## config.mk

```make
export PLATFORM = sky130hd
export DESIGN_NAME = bist_engine
export DESIGN_NICKNAME = d
export VERILOG_FILES = /design/src/rtl/bist_pkg.sv /design/src/rtl/bist_pattern_gen.sv /design/src/rtl/bist_sig_compactor.sv /design/src/rtl/bist_ctrl.sv /design/src/rtl/bist_engine.sv
export SDC_FILE = /design/constraint.sdc
export NUM_CORES = 1
export LEC_CHECK = 0
export ABC_AREA = 0
export BUFFER_PORTS_ARGS = -buffer_cell sky130_fd_sc_hd__buf_2
export CORE_MARGIN = 5
export CORE_UTILIZATION = 40
export DETAILED_ROUTE_END_ITERATION = 6
export PLACE_DENSITY = 0.61
export RECOVER_POWER = 25
export SYNTH_ARGS = -nofsm -noshare
export SYNTH_HDL_FRONTEND = slang
export SYNTH_HIERARCHICAL = 1
export SYNTH_SLANG_ARGS = --single-unit
```

## constraint.sdc

```tcl
create_clock -name clk -period 2.3 [get_ports clk]
set_input_delay 0 -clock clk [delete_from_list [all_inputs] [get_ports clk]]
set_output_delay 0 -clock clk [all_outputs]
set_load 0.05 [all_outputs]
```

## src/rtl/bist_pkg.sv

```systemverilog
package bist_pkg;

    typedef enum logic [1:0] {
        ST_IDLE   = 2'd0,
        ST_RUN    = 2'd1,
        ST_UNLOAD = 2'd2,
        ST_DONE   = 2'd3
    } bist_state_e;

    typedef enum logic [1:0] {
        PAT_HOLD = 2'd0,
        PAT_SEED = 2'd1,
        PAT_STEP = 2'd2
    } pat_op_e;

    typedef enum logic [1:0] {
        SIG_HOLD    = 2'd0,
        SIG_CLEAR   = 2'd1,
        SIG_COMPACT = 2'd2,
        SIG_ROTATE  = 2'd3
    } sig_op_e;

endpackage

```

## src/rtl/bist_pattern_gen.sv

```systemverilog
module bist_pattern_gen
    import bist_pkg::*;
#(
    parameter int          W    = 4,
    parameter logic [W-1:0] TAPS = 4'b1100,
    parameter logic [W-1:0] SEED = 4'b0001
) (
    input  logic         clk,
    input  logic         rst_n,
    input  pat_op_e      op,
    output logic [W-1:0] q
);

    // An all-zero seed would lock the register; fall back to 1.
    localparam logic [W-1:0] SEED_OK = (SEED == '0) ? W'(1) : SEED;

    logic [W-1:0] q_r;
    logic         fb;

    always_comb begin
        fb = ^(q_r & TAPS);
    end

    always_ff @(posedge clk or negedge rst_n) begin
        if (!rst_n) begin
            q_r <= SEED_OK;
        end else begin
            unique case (op)
                PAT_SEED: q_r <= SEED_OK;
                PAT_STEP: q_r <= {q_r[W-2:0], fb};
                default:  q_r <= q_r;
            endcase
        end
    end

    assign q = q_r;

endmodule

```

## src/rtl/bist_sig_compactor.sv

```systemverilog
module bist_sig_compactor
    import bist_pkg::*;
#(
    parameter int           SW   = 4,
    parameter int           RW   = 4,
    parameter logic [SW-1:0] TAPS = 4'b1001
) (
    input  logic          clk,
    input  logic          rst_n,
    input  sig_op_e       op,
    input  logic [RW-1:0] resp,
    output logic [SW-1:0] q
);

    logic [SW-1:0] q_r;
    logic [SW-1:0] folded;
    logic          fb;

    // Fold a response wider than the signature onto its stages.
    always_comb begin
        folded = '0;
        for (int j = 0; j < RW; j++) begin
            folded[j % SW] = folded[j % SW] ^ resp[j];
        end
    end

    always_comb begin
        fb = ^(q_r & TAPS);
    end

    always_ff @(posedge clk or negedge rst_n) begin
        if (!rst_n) begin
            q_r <= '0;
        end else begin
            unique case (op)
                SIG_CLEAR:   q_r <= '0;
                SIG_COMPACT: q_r <= {q_r[SW-2:0], fb} ^ folded;
                SIG_ROTATE:  q_r <= {q_r[SW-2:0], q_r[SW-1]};
                default:     q_r <= q_r;
            endcase
        end
    end

    assign q = q_r;

endmodule

```

## src/rtl/bist_ctrl.sv

```systemverilog
module bist_ctrl
    import bist_pkg::*;
#(
    parameter int LEN_W = 16,
    parameter int SIG_W = 4
) (
    input  logic             clk,
    input  logic             rst_n,
    input  logic             start,
    input  logic [LEN_W-1:0] test_len,
    output bist_state_e      state,
    output logic             accept,
    output pat_op_e          pat_op,
    output sig_op_e          sig_op,
    output logic             ser_valid,
    output logic             done
);

    localparam logic [LEN_W-1:0] UNL_LAST = LEN_W'(SIG_W - 1);

    bist_state_e      state_q, state_d;
    logic [LEN_W-1:0] cnt_q, cnt_d;
    logic             cnt_zero;

    assign cnt_zero = (cnt_q == '0);
    assign accept   = start && (state_q == ST_IDLE || state_q == ST_DONE);

    // Next state and counter.
    always_comb begin
        state_d = state_q;
        cnt_d   = cnt_q;
        unique case (state_q)
            ST_IDLE, ST_DONE: begin
                if (accept) begin
                    if (test_len == '0) begin
                        state_d = ST_UNLOAD;
                        cnt_d   = UNL_LAST;
                    end else begin
                        state_d = ST_RUN;
                        cnt_d   = test_len - LEN_W'(1);
                    end
                end
            end
            ST_RUN: begin
                if (cnt_zero) begin
                    state_d = ST_UNLOAD;
                    cnt_d   = UNL_LAST;
                end else begin
                    cnt_d = cnt_q - LEN_W'(1);
                end
            end
            ST_UNLOAD: begin
                if (cnt_zero) begin
                    state_d = ST_DONE;
                end else begin
                    cnt_d = cnt_q - LEN_W'(1);
                end
            end
            default: state_d = ST_IDLE;
        endcase
    end

    // State register.
    always_ff @(posedge clk or negedge rst_n) begin
        if (!rst_n) begin
            state_q <= ST_IDLE;
            cnt_q   <= '0;
        end else begin
            state_q <= state_d;
            cnt_q   <= cnt_d;
        end
    end

    // Outputs.
    always_comb begin
        pat_op    = PAT_HOLD;
        sig_op    = SIG_HOLD;
        ser_valid = 1'b0;
        done      = 1'b0;
        unique case (state_q)
            ST_IDLE: begin
                if (accept) begin
                    pat_op = PAT_SEED;
                    sig_op = SIG_CLEAR;
                end
            end
            ST_RUN: begin
                pat_op = PAT_STEP;
                sig_op = SIG_COMPACT;
            end
            ST_UNLOAD: begin
                sig_op    = SIG_ROTATE;
                ser_valid = 1'b1;
            end
            ST_DONE: begin
                done = 1'b1;
                if (accept) begin
                    pat_op = PAT_SEED;
                    sig_op = SIG_CLEAR;
                end
            end
            default: ;
        endcase
    end

    assign state = state_q;

endmodule

```

## src/rtl/bist_engine.sv

```systemverilog
module bist_engine
    import bist_pkg::*;
#(
    parameter int              PAT_W    = 4,
    parameter logic [PAT_W-1:0] PAT_TAPS = 4'b1100,
    parameter logic [PAT_W-1:0] PAT_SEED = 4'b0001,
    parameter int              SIG_W    = 4,
    parameter logic [SIG_W-1:0] SIG_TAPS = 4'b1001,
    parameter int              RESP_W   = 4,
    parameter int              LEN_W    = 16
) (
    input  logic              clk,
    input  logic              rst_n,
    input  logic              start,
    input  logic [LEN_W-1:0]  test_len,
    input  logic [SIG_W-1:0]  golden,
    output logic [PAT_W-1:0]  pat_out,
    input  logic [RESP_W-1:0] resp_in,
    output logic              sig_ser,
    output logic              sig_ser_valid,
    output logic              done,
    output logic              pass
);

    bist_state_e      state;
    logic             accept;
    pat_op_e          pat_op;
    sig_op_e          sig_op;
    logic [SIG_W-1:0] sig_q;
    logic [SIG_W-1:0] golden_q;

    bist_ctrl #(
        .LEN_W (LEN_W),
        .SIG_W (SIG_W)
    ) u_ctrl (
        .clk       (clk),
        .rst_n     (rst_n),
        .start     (start),
        .test_len  (test_len),
        .state     (state),
        .accept    (accept),
        .pat_op    (pat_op),
        .sig_op    (sig_op),
        .ser_valid (sig_ser_valid),
        .done      (done)
    );

    bist_pattern_gen #(
        .W    (PAT_W),
        .TAPS (PAT_TAPS),
        .SEED (PAT_SEED)
    ) u_pat (
        .clk   (clk),
        .rst_n (rst_n),
        .op    (pat_op),
        .q     (pat_out)
    );

    bist_sig_compactor #(
        .SW   (SIG_W),
        .RW   (RESP_W),
        .TAPS (SIG_TAPS)
    ) u_sig (
        .clk   (clk),
        .rst_n (rst_n),
        .op    (sig_op),
        .resp  (resp_in),
        .q     (sig_q)
    );

    always_ff @(posedge clk or negedge rst_n) begin
        if (!rst_n) begin
            golden_q <= '0;
        end else if (accept) begin
            golden_q <= golden;
        end
    end

    // The rotate restores the signature after SIG_W steps, so DONE compares it whole.
    assign sig_ser = sig_ser_valid & sig_q[SIG_W-1];
    assign pass    = done && (sig_q == golden_q);

endmodule

```

==> out/summary.txt <==
SYNTH
-------------------------------------------------------------------------------------
Most used standard cells in the synthesized netlist                      dfrtp_1, o21ai_0, nor2_1
Synthesized-area fraction occupied by adder cells                               4.07%
Cells taking the most area after synthesis                               dfrtp_1, o21ai_0, ha_1, nor2_1, xnor2_1
Yosys warning total                                                                 6
Number of instances in the synthesized netlist                                    252
Fraction of synthesized cell area taken by the top area cell type               33.8%
Post-synthesis compound-gate area fraction                                      25.6%
Number of unique standard cell types used by synthesis                             57
Most frequent cell after synthesis                                            dfrtp_1
Post-synth EDFFs                                                                    0
Area of the mapped netlist                                                  2150 um^2
Simple-gate share of the synthesized area                                       23.6%
Combinational family with the most area after synthesis                  compound AO/OA/AOI/OAI gates
Post-Synthesis Mean Instance Area                                           8.53 um^2
Share of synthesized registers carrying an async set or reset                    100%
Sequential-to-total area share from yosys stat                                  35.0%
Top cell type by total area after synthesis                                   dfrtp_1
Number of nets produced by synthesis                                              286
Top FF cell, synth                                                            dfrtp_1
Synthesized-area fraction occupied by xor and xnor cells                        5.30%
Post-synthesis mux area share                                                   1.51%
Synthesized flop and latch total                                                   30

ROUTING
-------------------------------------------------------------------------------------
Drt via density                                                                  5.53
Final routed wire length divided by cell count                                14.9 um
Number of design rule violations left after detail routing                          0
Initial DRT Pass Iterations                                                         4
Iteration-0 DRC Markers                                                           222
Vias after detailed routing                                                      2094
ANT nets after route                                                                0
Drt total wl                                                                  5650 um

STA
-------------------------------------------------------------------------------------
Summed negative setup slack over all endpoints                                   0 ps
Final Hold Violating Endpoints                                                      0
Final worst path period share                                                   91.3%
Minimum clock period                                                          2100 ps
Least setup slack across all paths after layout                                200 ps
RSZ-0062 raised after global routing                                            false
Final setup viols                                                                   0
Transition time of the tightest slew-check pin                                1640 ps
Highest Clock Rate                                                            476 MHz
Relative slew slack                                                            -9.15%
Worst clock skew                                                              8.03 ps
Final slew viol count                                                              31

CELLS AND AREA
-------------------------------------------------------------------------------------
Number of nets in the layout                                                      342
Non-filler instance count after layout                                            379
Synth-to-layout area growth                                                     23.2%
Share of cells above drive strength 1                                           23.0%
Antenna diode count                                                                 0

CLOCK NETWORK
-------------------------------------------------------------------------------------
TritonCTS buffer count                                                              5
Clock-pin slew of the registers on the worst-case setup and hold paths          70 ps
TritonCTS clock tree                                                             done
CTS root buffer                                                              clkbuf_8
Latest clock arrival within the worst-skew pair                                280 ps
Buffers inserted by post-CTS timing repair                                          0
Buffers from clock root to sink, at most                                            2
TritonCTS Sinks                                                                    30
H-tree levels                                                                       2

GLOBAL ROUTING
-------------------------------------------------------------------------------------
Number of global-route vias before repair                                        2036
Number of antenna violations at the first check in global routing                   0
Pin count of the biggest net entering global routing                               31
Remaining global-route overflow                                                     0
First-pass GRT wire length                                                    9670 um
Global-route usage over all layers                                              16.9%

FLOORPLAN
-------------------------------------------------------------------------------------
DIE AREA                                                                    6940 um^2
Row Count                                                                          26
Starting density of the core                                                    41.6%
X dimension of the die                                                        83.3 um
Core Region                                                                 5170 um^2
Die Span Y                                                                    83.3 um
I/O pin total                                                                      35

SETUP PATH
-------------------------------------------------------------------------------------
Worst reg2reg endpoint                                                   u_ctrl/cnt_q[3]$_DFFE_PN0P_
Worst-case register-to-register setup slack                                    200 ps
Slowest stage cell, crit path                                                 dfrtp_1
CP Data Arrival Time                                                          2270 ps
Kind of cell adding the most delay to the critical path                  compound AO/OA/AOI/OAI gates
Setup crit start kind                                                       flip-flop
Nature of the critical path endpoint                                        flip-flop
Critical R2R Launch                                                      u_ctrl/cnt_q[0]$_DFFE_PN0P_
Type of the setup path with the least slack                                   reg2reg
Delay contributed by the slowest stage of the critical path                    380 ps
Crit path max fanout                                                               12
First element of the critical path                                       u_ctrl/cnt_q[0]$_DFFE_PN0P_
Worst Reg2Reg Path Length in Cells                                                  8
Bufs and invs on worst path                                                         2
Cell-by-cell listing of the critical path                                inv_1, ha_1, nor4b_2, and4_1, a21oi_1, buf_4, o21ai_0, a211o_1
Worst path required time                                                      2470 ps

WORST HOLD PATH
-------------------------------------------------------------------------------------
Number of cells traversed by the worst hold path                                    4
Endpoint of the worst hold path                                          u_sig/q[2]$_DFFE_PN0P_
Hold crit path type                                                            in2reg
Worst hold start                                                           resp_in[2]

PLACEMENT
-------------------------------------------------------------------------------------
Detailed-placement wirelength estimate                                        4360 um
Placed Cells                                                                      366
Gpl congestion                                                                  0.880
Setup Slack @ Placement                                                       79.1 ps
Number of I/O port buffers                                                         34

POWER
-------------------------------------------------------------------------------------
Power density over the cells                                             1460 nW/um^2
Leakage power total                                                           1.16 nW
Worst IR Drop VDD                                                          0.000667 V

RUN
-------------------------------------------------------------------------------------
MaxCap Viol Count                                                                   1

OUTCOME
-------------------------------------------------------------------------------------
Failing checks                                                           max-capacitance violations, max-slew violations
Status                                                                   finished with violations

worst register-to-register path: cells and delay by family (launching register included):
kind                       cells  cell delay, ps
and+or+nand+nor                2             340
DFF                            1             380
buffers and inverters          2             340
adders and majority gates      1             240
AOI/OAI and AO/OA              3             700
logic make-up (layout without fill, tap and decap cells):
group                      after synthesis  count (layout)
AOI/OAI and AO/OA                       80              80
xor gates and xnor gates                13              13
adders and majority gates                7               7
buffers and inverters                   25              82
DFF                                     30              30
muxes                                    3               3
and+or+nand+nor                         94              94
worst max path at each step:
| stage | slack (ps) | cells after the start | to |
|---|---|---|---|
| 2_1_floorplan | 110 | 3 | pass |
| 3_3_place_gp | 100 | 6 | u_ctrl/cnt_q[7]$_DFFE_PN0P_ |
| 3_5_place_dp | 80 | 6 | u_ctrl/cnt_q[7]$_DFFE_PN0P_ |
| 4_1_cts | 130 | 8 | u_ctrl/cnt_q[13]$_DFFE_PN0P_ |
| 5_1_grt | 30 | 8 | u_ctrl/cnt_q[9]$_DFFE_PN0P_ |
| 6_report | 200 | 8 | u_ctrl/cnt_q[3]$_DFFE_PN0P_ |
flip-flops by register name, indices dropped and copies added (netlist names):
register / flops
golden_q: 4
u_ctrl/state: 2
u_pat/q: 4
u_sig/q: 4
u_ctrl/cnt_q: 16
final cells by class:
cell class / instances / area [um^2]
fillers: 509 / 2520
multi-input cells: 197 / 1300
repair buffers: 56 / 347
well taps: 70 / 87.6
clock buffers: 7 / 86.3
clock inverters: 1 / 5.00
inverters: 18 / 67.6
flip-flops and latches: 30 / 752
per-layer routing:
layer	up-vias	track usage, %	part of all wire (%)
li1	1057	-	-
met1	980	23.3	48
met2	52	27.0	46
met3	5	2.87	4.9
met4	0	5.05	1.3
met5	-	0	0
metrics by stage:
step	instance area, um^2	hold WS [ps]	power, mW	util (%)
2_1_floorplan	2150	-296	2.68	-
5_1_grt	2650	52.3	4.20	51.2
3_5_place_dp	2500	89.2	3.38	48.3
3_3_place_gp	2500	91.6	3.35	48.3
4_1_cts	2640	45.0	3.84	51.0
6_report	2650	50.6	3.86	51.2
report_power, final:
group          leakage [nW]  internal (mW)  switching, mW
Combinational         0.735          0.981           1.40
Clock                0.0482          0.241          0.203
Sequential            0.376          0.777          0.254
layout by cell type (no fill, tap or decap), drive strengths merged, types with 2 or more instances in the layout:
| cell | instances |
|---|---|
| a211oi | 3 |
| a21o | 2 |
| a21oi | 10 |
| a221o | 5 |
| a22o | 3 |
| a31oi | 2 |
| and3b | 2 |
| buf | 50 |
| clkbuf | 8 |
| dfrtp | 29 |
| dlygate4sd3 | 5 |
| ha | 7 |
| inv | 18 |
| mux2 | 2 |
| nand2 | 17 |
| nand2b | 4 |
| nand3 | 5 |
| nand3b | 2 |
| nand4 | 2 |
| nand4b | 2 |
| nor2 | 21 |
| nor2b | 2 |
| nor3 | 12 |
| nor4 | 8 |
| o211ai | 6 |
| o21ai | 32 |
| o221ai | 2 |
| o22ai | 3 |
| o31a | 2 |
| o31ai | 2 |
| or3 | 5 |
| or4 | 6 |
| xnor2 | 8 |
| xor2 | 5 |
repair_timing:
action / in CTS / in global routing
hold buffers: 5 / 0
gates resized for setup: 0 / 2
endpoints found under the hold margin: 33 / 0
setup endpoints to repair: 0 / 11
No activity file was read; power rests on OpenSTA's default activity.
